`config.mk`:
```
export PLATFORM = sky130hd
export DESIGN_NAME = seg_display_regs
export DESIGN_NICKNAME = d
export VERILOG_FILES = /design/src/rtl/segdisp_pkg.sv /design/src/rtl/seg_addr_decode.sv /design/src/rtl/seg_ctrl_regs.sv /design/src/rtl/seg_digit_store.sv /design/src/rtl/seg_font_map.sv /design/src/rtl/seg_display_regs.sv
export SDC_FILE = /design/constraint.sdc
export NUM_CORES = 1
export LEC_CHECK = 0
export BUFFER_PORTS_ARGS = -buffer_cell sky130_fd_sc_hd__buf_2
export CAP_MARGIN = 30
export CORE_ASPECT_RATIO = 0.8
export CORE_MARGIN = 2
export CORE_UTILIZATION = 35
export DETAILED_ROUTE_END_ITERATION = 7
export PLACE_DENSITY = 0.56
export SYNTH_ARGS = -nofsm -noshare
export SYNTH_HDL_FRONTEND = slang
export SYNTH_HIERARCHICAL = 1
export SYNTH_SLANG_ARGS = --single-unit
```
`constraint.sdc`:
```
create_clock -name clk -period 3.25 [get_ports clk]
set_input_delay 0.4875 -clock clk [delete_from_list [all_inputs] [get_ports clk]]
set_output_delay 0.4875 -clock clk [all_outputs]
set_load 0.05 [all_outputs]
```
`src/rtl/segdisp_pkg.sv`:
```
package segdisp_pkg;

    localparam int DIGIT_COUNT = 8;
    localparam int DATA_W      = 8;
    localparam int ADDR_W      = 4;
    localparam int SEL_W       = $clog2(DIGIT_COUNT);
    localparam int INT_W       = 4;
    localparam int GLYPH_W     = 7;
    localparam int CODE_W      = 4;

    typedef enum logic [ADDR_W-1:0] {
        A_NOP    = 4'h0,
        A_DECODE = 4'h9,
        A_INTENS = 4'hA,
        A_SCAN   = 4'hB,
        A_POWER  = 4'hC,
        A_SPARE  = 4'hD,
        A_RSTCLK = 4'hE,
        A_TEST   = 4'hF
    } reg_addr_e;

    typedef struct packed {
        logic [DIGIT_COUNT-1:0] decode_mask;
        logic [INT_W-1:0]       intensity;
        logic [SEL_W-1:0]       scan_limit;
        logic                   run;
        logic                   test;
        logic                   ext_clk;
        logic                   hold;
    } ctrl_t;

    localparam ctrl_t CTRL_DEFAULT = '0;

    typedef struct packed {
        logic [DIGIT_COUNT-1:0] digit;
        logic                   decode;
        logic                   intens;
        logic                   scan;
        logic                   power;
        logic                   rstclk;
        logic                   test;
    } wsel_t;

    // Fixed numeric font, segments ordered A..G from MSB to LSB.
    function automatic logic [GLYPH_W-1:0] glyph(input logic [CODE_W-1:0] code);
        logic [GLYPH_W-1:0] g;
        case (code)
            4'h0: g = 7'h7E;
            4'h1: g = 7'h30;
            4'h2: g = 7'h6D;
            4'h3: g = 7'h79;
            4'h4: g = 7'h33;
            4'h5: g = 7'h5B;
            4'h6: g = 7'h5F;
            4'h7: g = 7'h70;
            4'h8: g = 7'h7F;
            4'h9: g = 7'h7B;
            4'hA: g = 7'h01;
            4'hB: g = 7'h4F;
            4'hC: g = 7'h37;
            4'hD: g = 7'h0E;
            4'hE: g = 7'h67;
            default: g = 7'h00;
        endcase
        return g;
    endfunction

endpackage

```
`src/rtl/seg_addr_decode.sv`:
```
module seg_addr_decode
    import segdisp_pkg::*;
(
    input  logic              wr_en,
    input  logic [ADDR_W-1:0] wr_addr,
    output wsel_t             wsel
);
    reg_addr_e addr_e;
    assign addr_e = reg_addr_e'(wr_addr);

    generate
        for (genvar g = 0; g < DIGIT_COUNT; g++) begin : g_dig
            assign wsel.digit[g] = wr_en && (wr_addr == ADDR_W'(g + 1));
        end
    endgenerate

    always_comb begin
        wsel.decode = 1'b0;
        wsel.intens = 1'b0;
        wsel.scan   = 1'b0;
        wsel.power  = 1'b0;
        wsel.rstclk = 1'b0;
        wsel.test   = 1'b0;
        if (wr_en) begin
            case (addr_e)
                A_DECODE: wsel.decode = 1'b1;
                A_INTENS: wsel.intens = 1'b1;
                A_SCAN:   wsel.scan   = 1'b1;
                A_POWER:  wsel.power  = 1'b1;
                A_RSTCLK: wsel.rstclk = 1'b1;
                A_TEST:   wsel.test   = 1'b1;
                default:  ;
            endcase
        end
    end
endmodule

```
`src/rtl/seg_ctrl_regs.sv`:
```
module seg_ctrl_regs
    import segdisp_pkg::*;
(
    input  logic              clk,
    input  logic              rst,
    input  wsel_t             wsel,
    input  logic [DATA_W-1:0] wr_data,
    output ctrl_t             ctrl_q,
    output logic              clr_o
);
    logic soft_clr;
    assign soft_clr = wsel.rstclk && wr_data[1];
    // Clear on the soft-reset write itself and for as long as the bit stays set.
    assign clr_o    = soft_clr || ctrl_q.hold;

    always_ff @(posedge clk) begin
        if (rst) begin
            ctrl_q <= CTRL_DEFAULT;
        end else begin
            if (wsel.rstclk) begin
                ctrl_q.ext_clk <= wr_data[0];
                ctrl_q.hold    <= wr_data[1];
            end
            if (clr_o) begin
                ctrl_q.decode_mask <= '0;
                ctrl_q.intensity   <= '0;
                ctrl_q.scan_limit  <= '0;
                ctrl_q.run         <= 1'b0;
                ctrl_q.test        <= 1'b0;
            end else begin
                if (wsel.decode) ctrl_q.decode_mask <= wr_data[DIGIT_COUNT-1:0];
                if (wsel.intens) ctrl_q.intensity   <= wr_data[INT_W-1:0];
                if (wsel.scan)   ctrl_q.scan_limit  <= wr_data[SEL_W-1:0];
                if (wsel.power)  ctrl_q.run         <= wr_data[0];
                if (wsel.test)   ctrl_q.test        <= wr_data[0];
            end
        end
    end
endmodule

```
`src/rtl/seg_digit_store.sv`:
```
module seg_digit_store
    import segdisp_pkg::*;
(
    input  logic                   clk,
    input  logic                   rst,
    input  logic                   clr,
    input  logic [DIGIT_COUNT-1:0] we,
    input  logic [DATA_W-1:0]      wr_data,
    input  logic [SEL_W-1:0]       rd_sel,
    output logic [DATA_W-1:0]      rd_data
);
    logic [DATA_W-1:0] mem [DIGIT_COUNT];

    generate
        for (genvar g = 0; g < DIGIT_COUNT; g++) begin : g_reg
            always_ff @(posedge clk) begin
                if (rst || clr)  mem[g] <= '0;
                else if (we[g])  mem[g] <= wr_data;
            end
        end
    endgenerate

    assign rd_data = mem[rd_sel];
endmodule

```
`src/rtl/seg_font_map.sv`:
```
module seg_font_map
    import segdisp_pkg::*;
(
    input  logic [DATA_W-1:0] raw,
    input  logic              decode,
    output logic [DATA_W-1:0] seg
);
    logic [GLYPH_W-1:0] body;
    always_comb begin
        body = decode ? glyph(raw[CODE_W-1:0]) : raw[GLYPH_W-1:0];
        seg  = {raw[DATA_W-1], body};
    end
endmodule

```
`src/rtl/seg_display_regs.sv`:
```
module seg_display_regs
    import segdisp_pkg::*;
(
    input  logic              clk,
    input  logic              rst,
    input  logic              wr_en,
    input  logic [ADDR_W-1:0] wr_addr,
    input  logic [DATA_W-1:0] wr_data,
    input  logic [SEL_W-1:0]  digit_sel,
    output logic [DATA_W-1:0] seg_out,
    output logic [INT_W-1:0]  intensity,
    output logic [SEL_W-1:0]  scan_limit,
    output logic              shutdown,
    output logic              disp_test,
    output logic              ext_clk_sel
);
    wsel_t             wsel;
    ctrl_t             ctrl_q;
    logic              clr;
    logic [DATA_W-1:0] digit_raw;

    seg_addr_decode u_dec (
        .wr_en   (wr_en),
        .wr_addr (wr_addr),
        .wsel    (wsel)
    );

    seg_ctrl_regs u_ctrl (
        .clk     (clk),
        .rst     (rst),
        .wsel    (wsel),
        .wr_data (wr_data),
        .ctrl_q  (ctrl_q),
        .clr_o   (clr)
    );

    seg_digit_store u_store (
        .clk     (clk),
        .rst     (rst),
        .clr     (clr),
        .we      (wsel.digit),
        .wr_data (wr_data),
        .rd_sel  (digit_sel),
        .rd_data (digit_raw)
    );

    seg_font_map u_font (
        .raw    (digit_raw),
        .decode (ctrl_q.decode_mask[digit_sel]),
        .seg    (seg_out)
    );

    assign intensity   = ctrl_q.intensity;
    assign scan_limit  = ctrl_q.scan_limit;
    assign shutdown    = ~ctrl_q.run;
    assign disp_test   = ctrl_q.test;
    assign ext_clk_sel = ctrl_q.ext_clk;
endmodule

```
==> results of run 1 <==
## power breakdown
part	switching [mW]	internal, mW	leakage, nW
sequential	0.0113	1.18	0.824
combinational	0.213	0.112	1.16
clock	0.393	0.662	0.147
total	0.617	1.96	2.13
## Yosys cell counts, types with 2 or more instances
| library cell | count |
|---|---|
| a211oi_1 | 2 |
| nor2_1 | 33 |
| ha_1 | 7 |
| o22ai_1 | 2 |
| edfxtp_1 | 64 |
| a21oi_1 | 2 |
| nor3_1 | 4 |
| mux2_2 | 9 |
| buf_4 | 4 |
| dfxtp_1 | 19 |
| inv_1 | 7 |
| nand3b_1 | 3 |
| a31oi_1 | 4 |
| buf_6 | 2 |
| and3_1 | 64 |
| buf_1 | 2 |
| nand2_1 | 5 |
| mux2i_1 | 20 |
| clkbuf_1 | 7 |
| nand2b_1 | 6 |
| mux4_1 | 17 |
| or3_1 | 8 |
| o21ai_0 | 2 |
## area by class of cell
type                            instances  area share, %
Multi-Input combinational cell        201           36.0
Sequential cell                        83           47.2
Clock inverter                          6           1.67
Inverter                                8          0.615
Clock buffer                            9           4.61
Tap cell                              148           3.79
Timing Repair Buffer                   49           6.15
## registers in the layout (all words and copies together) (netlist names)
| signal | flops |
|---|---|
| u_store/mem | 64 |
| u_ctrl/ctrl_q | 19 |
## final timing paths
| check | startpoint | endpoint | cells after the start |
|---|---|---|---|
| worst max register to register | u_ctrl/ctrl_q[0]$_SDFFE_PP0P_ | u_store/mem[1][6]$_SDFFCE_PN0P_ | 4 |
| worst min-delay path | rst | u_ctrl/ctrl_q[1]$_SDFFE_PP0P_ | 2 |
| worst min register to register | u_ctrl/ctrl_q[18]$_SDFFE_PP0P_ | u_ctrl/ctrl_q[18]$_SDFFE_PP0P_ | 2 |
| worst max-delay path | digit_sel[0] | seg_out[0] | 7 |
## stage by stage
| stage | setup TNS (ns) | power (mW) | util [%] | cell area, um2 |
|---|---|---|---|---|
| after floorplan | -0.129 | 1.44 | - | 4220 |
| after global placement | 0 | 1.54 | 39.4 | 4570 |
| after global routing | 0 | 2.67 | 42.1 | 4880 |
| final | 0 | 2.57 | 42.1 | 4880 |
| after detailed placement | 0 | 1.54 | 39.4 | 4570 |
| after CTS | 0 | 2.60 | 42.0 | 4870 |
## worst max-delay path, stage by stage
cell and delay (ns):
clkbuf_4 0.18, mux4_1 0.59, mux2_2 0.36, ha_1 0.28, o41ai_4 0.40, o22ai_2 0.13
buf_2 0.23
## routing by layer
layer	GRT usage [%]	routed length (um)
met4	2.54	41
met2	26.3	4710
met1	22.2	4850
met3	4.54	372
met5	0	0
## cell families (layout without fill, tap and decap cells)
| group | Yosys count | after routing | share of synthesized area [%] |
|---|---|---|---|
| flip-flops | 83 | 83 | 55.0 |
| buffers and inverters | 27 | 72 | 3.86 |
| AND/OR/NAND/NOR | 127 | 127 | 16.8 |
| adder cells (fa/ha/maj) | 7 | 7 | 2.09 |
| AO/OA/AOI/OAI | 20 | 20 | 3.80 |
| multiplexers | 47 | 47 | 18.4 |
==> flow_metrics.env, run 1 <==
export IMPL_status="completed"
export IMPL_worstPathArrival_ns=2.66
export IMPL_p_leak_nw=2.13
export IMPL_grt_max_degree=49
export IMPL_grt_antenna_before_repair=0
export IMPL_crit_required_ns=2.76
export IMPL_seq_area_frac_synth_pct=55.0
export IMPL_h_tree_depth=3
export IMPL_maxSlewHeadroom_pct=44.0
export IMPL_start_util_pct=36.0
export IMPL_yosys_most_used_dff="edfxtp_1"
export IMPL_track_usage_pct=16.1
export IMPL_io_pins=36
export IMPL_regArea_mm2=0.00230
export IMPL_fmax_mhz=318
export IMPL_setup_viol=0
export IMPL_drive_gt1_share_pct=23.6
export IMPL_syn_avg_cell_area_um2=13.4
export IMPL_drc=0
export IMPL_max_slew_worst_pin_slew_ns=0.836
export IMPL_grt_overflow=0
export IMPL_stdcell_count=504
export IMPL_first_pass_iters=4
export IMPL_path_class="input port to output port"
export IMPL_end_kind="output port"
export IMPL_holdWs_ns=0.464
export IMPL_fp_dieW_um=126
export IMPL_power_density_mw_per_mm2=527
export IMPL_synth_async_reset_ratio_pct=0
export IMPL_antenna_left=0
export IMPL_hold_buffers=0
export IMPL_hold_viol=0
export IMPL_vias_per_cell=5.31
export IMPL_area_growth_synth_to_final_pct=16.7
export IMPL_drt_initial_drc_count=221
export IMPL_yosysWarnings=6
export IMPL_grt_pass1_vias=2742
export IMPL_syn_area_mm2=0.00418
export IMPL_rsz0062_at_grt="false"
export IMPL_syn_nets=336
export IMPL_root_buffer="clkbuf_16"
export IMPL_core_area_mm2=0.0116
export IMPL_postCtsResizedCells=0
export IMPL_synthTopCellsByArea="edfxtp_1 (46%), mux4_1 (11%), and3_1 (9.6%)"
export IMPL_fin_worst_skew_ns=0.00445
export IMPL_fill_cells=1057
export IMPL_cts_tree="built"
export IMPL_reg2reg_slack_ns=1.48
export IMPL_wl_um=9980
export IMPL_synth_edf_count=64
export IMPL_vdd_drop_max_mv=0.321
export IMPL_grt_first_pass_wirelength_um=15500
export IMPL_clkSinkCount=83
export IMPL_fp_dieH_um=102
export IMPL_row_count=35
export IMPL_fin_crit_ns=3.15
export IMPL_ys_ff_latch=83
export IMPL_cts_made_buffers=9
export IMPL_post_synth_top_area_fraction_pct=45.9
export IMPL_syn_inst=311
export IMPL_drv_cap=0
export IMPL_synth_top_area_cell="edfxtp_1"
export IMPL_dieArea_mm2=0.0128
export IMPL_post_place_cells=489
export IMPL_final_cell_mix="and3_1 (64), edfxtp_1 (64), buf_2 (32), nor2_1 (32), mux2i_1 (20)"
export IMPL_clkLatencyLatePin_ns=0.34
export IMPL_wl_per_cell_um=19.8
export IMPL_startpoint_type="input port"
export IMPL_crit_fanout=7
export IMPL_cts_setup_buffers=0
export IMPL_vias=2675
export IMPL_worst_slack_ns=0.101
export IMPL_final_max_slew_viol_count=0
export IMPL_ys_types=41
export IMPL_num_antenna_cells=0
export IMPL_nNetsFinal=377
export IMPL_clkTransAtPathRegs_ns=0.06
export IMPL_pre_cts_ws_ns=0.0651
export IMPL_portBuffers=35
export IMPL_multiInputGateArea_mm2=0.00176
export IMPL_worstHoldPathType="input port to flop"
export IMPL_place_congestion=0.795
export IMPL_final_period_utilization_pct=96.9
export IMPL_clock_path_buffers=2
export IMPL_hpwl_um=6760
Power figures use the tool's default switching activity.
==> inputs of run 2 (changes only) <==
- CORE_UTILIZATION: 35 -> 40
- PLACE_DENSITY: 0.56 -> 0.61
- RECOVER_POWER: default -> 25
==> flow_metrics.env, run 2 (synthesized netlist as in run 1, its figures left out) <==
export IMPL_nNetsFinal=381
export IMPL_fp_dieW_um=118
export IMPL_clkSinkCount=83
export IMPL_p_leak_nw=2.08
export IMPL_final_period_utilization_pct=95.9
export IMPL_drc=0
export IMPL_r2r_cells=2
export IMPL_cts_made_buffers=9
export IMPL_setup_viol=0
export IMPL_pwr_share_seq_pct=49.0
export IMPL_fp_dieH_um=95.5
export IMPL_regArea_mm2=0.00230
export IMPL_fin_worst_skew_ns=0.00629
export IMPL_grt_antenna_before_repair=0
export IMPL_antenna_left=0
export IMPL_path_common_cell="inv_1"
export IMPL_track_usage_pct=18.6
export IMPL_portBuffers=35
export IMPL_clkLatencyLatePin_ns=0.34
export IMPL_r2r_end="u_store/mem[0][6]$_SDFFCE_PN0P_"
export IMPL_final_area_mm2=0.00483
export IMPL_fin_crit_ns=3.12
export IMPL_hold_viol=0
export IMPL_fmax_mhz=321
export IMPL_drive_gt1_share_pct=21.6
export IMPL_end_kind="output port"
export IMPL_regMostFlops="u_store/mem"
export IMPL_h_tree_depth=3
export IMPL_hpwl_um=6740
export IMPL_cpPeakStageDelay_ns=0.56
export IMPL_rsz0062_at_grt="false"
export IMPL_drt_initial_drc_count=233
export IMPL_final_max_slew_viol_count=0
export IMPL_wl_per_cell_um=19.5
export IMPL_row_count=33
export IMPL_hold_path_endpoint="u_ctrl/ctrl_q[1]$_SDFFE_PP0P_"
export IMPL_crit_required_ns=2.76
export IMPL_grt_max_degree=65
export IMPL_place_area_mm2=0.00458
export IMPL_grt_overflow=0
export IMPL_drv_cap=0
export IMPL_worstReg2RegStart="u_ctrl/ctrl_q[0]$_SDFFE_PP0P_"
export IMPL_dieArea_mm2=0.0113
export IMPL_vdd_drop_max_mv=0.269
export IMPL_multiInputGateArea_mm2=0.00176
export IMPL_cts_tree="built"
export IMPL_grt_first_pass_wirelength_um=15500
export IMPL_clkTransAtPathRegs_ns=0.06
export IMPL_holdWs_ns=0.452
export IMPL_startpoint_type="input port"
export IMPL_status="completed"
export IMPL_path_class="input port to output port"
export IMPL_vias=2744
export IMPL_largest_reg_flops=64
export IMPL_worstHoldPathType="input port to flop"
export IMPL_num_antenna_cells=0
export IMPL_power_density_mw_per_mm2=504
export IMPL_p_sw_share_pct=25.2
export IMPL_maxSlewHeadroom_pct=44.1
export IMPL_first_pass_iters=4
export IMPL_place_congestion=0.958
export IMPL_area_growth_synth_to_final_pct=15.5
export IMPL_io_pins=36
export IMPL_switchingPower_uw=614
export IMPL_final_cell_mix="and3_1 (64), edfxtp_1 (64), nor2_1 (32)"
export IMPL_total_power_mw=2.43
export IMPL_grt_pass1_vias=2837
export IMPL_worstPathArrival_ns=2.63
export IMPL_start_util_pct=41.0
export IMPL_clock_path_buffers=2
export IMPL_wl_um=9750
export IMPL_min_from="rst"
export IMPL_max_slew_worst_pin_slew_ns=0.835
export IMPL_reg2reg_slack_ns=1.74
export IMPL_clkPwrFrac_pct=37.5
export IMPL_fin_util_pct=47.4
export IMPL_fill_cells=931
export IMPL_comb_power_share_pct=13.5
export IMPL_vias_per_cell=5.48
export IMPL_hold_buffers=0
export IMPL_core_area_mm2=0.0102
export IMPL_intPower_mw=1.82
export IMPL_hold_depth=2
export IMPL_top_regs="u_store/mem x64, u_ctrl/ctrl_q x19"
export IMPL_tns_ns=0
export IMPL_crit_fanout=8
export IMPL_crit_chain="clkbuf_4 -> mux4_1 -> mux2_2 -> inv_1 -> buf_4 -> ha_1 -> inv_1 -> o2111ai_1 -> o221ai_2 -> buf_2"
export IMPL_root_buffer="clkbuf_16"
export IMPL_cp_slowest_cell="mux4_1"
==> run 2: what timing repair did <==
| item | in CTS | in global routing |
|---|---|---|
| setup endpoints to repair | 0 | 5 |
| gates resized for setup | 0 | 6 |
| setup buffers | 0 | 0 |
==> run 2: power groups by stage <==
stage               Sequential, mW  Clock [mW]  Combinational, mW
floorplan                     1.21           0              0.225
global placement              1.21           0              0.323
detailed placement            1.22           0              0.325
CTS                           1.19       0.933              0.326
global route                  1.20       0.974              0.354
finish                        1.19       0.913              0.328
==> run 2: how the worst max path moves through the flow <==
stage,start,depth (start not counted),slack (ns),to
after floorplan,digit_sel[0],9,-0.1,seg_out[3]
after global placement,digit_sel[0],7,0.08,seg_out[0]
after detailed placement,digit_sel[0],9,0.06,seg_out[5]
after CTS,digit_sel[0],9,0.05,seg_out[5]
after global routing,digit_sel[0],10,0.03,seg_out[6]
final,digit_sel[0],10,0.13,seg_out[6]
==> run 2: final cells by class <==
cell class / instances / share of cell area (%)
Tap cell: 140 / 3.63
Inverter: 8 / 0.621
Multi-Input combinational cell: 201 / 36.4
Clock buffer: 13 / 5.02
Clock inverter: 3 / 0.337
Timing Repair Buffer: 53 / 6.32
Sequential cell: 83 / 47.6
==> run 2: through the flow <==
| step | cells | setup slack [ns] |
|---|---|---|
| 6_report | 501 | 0.132 |
| 5_1_grt | 501 | 0.0335 |
| 4_1_cts | 501 | 0.0545 |
| 3_5_place_dp | 485 | 0.0595 |
| 3_3_place_gp | 485 | 0.0799 |
| 2_1_floorplan | 311 | -0.0991 |
==> run 2: critical path: cells and delay by family <==
| kind | cells | cell delay, ns |
|---|---|---|
| buffers and inverters | 5 | 0.75 |
| multiplexers | 2 | 0.89 |
| AO/OA/AOI/OAI | 2 | 0.34 |
| adder cells (fa/ha/maj) | 1 | 0.16 |
==> run 2: routing by layer <==
metal / GRT usage, % / wire [um]
met1: 24.6 / 4280
met2: 29.6 / 4510
met3: 5.56 / 822
met4: 5.92 / 137
met5: 0 / 0
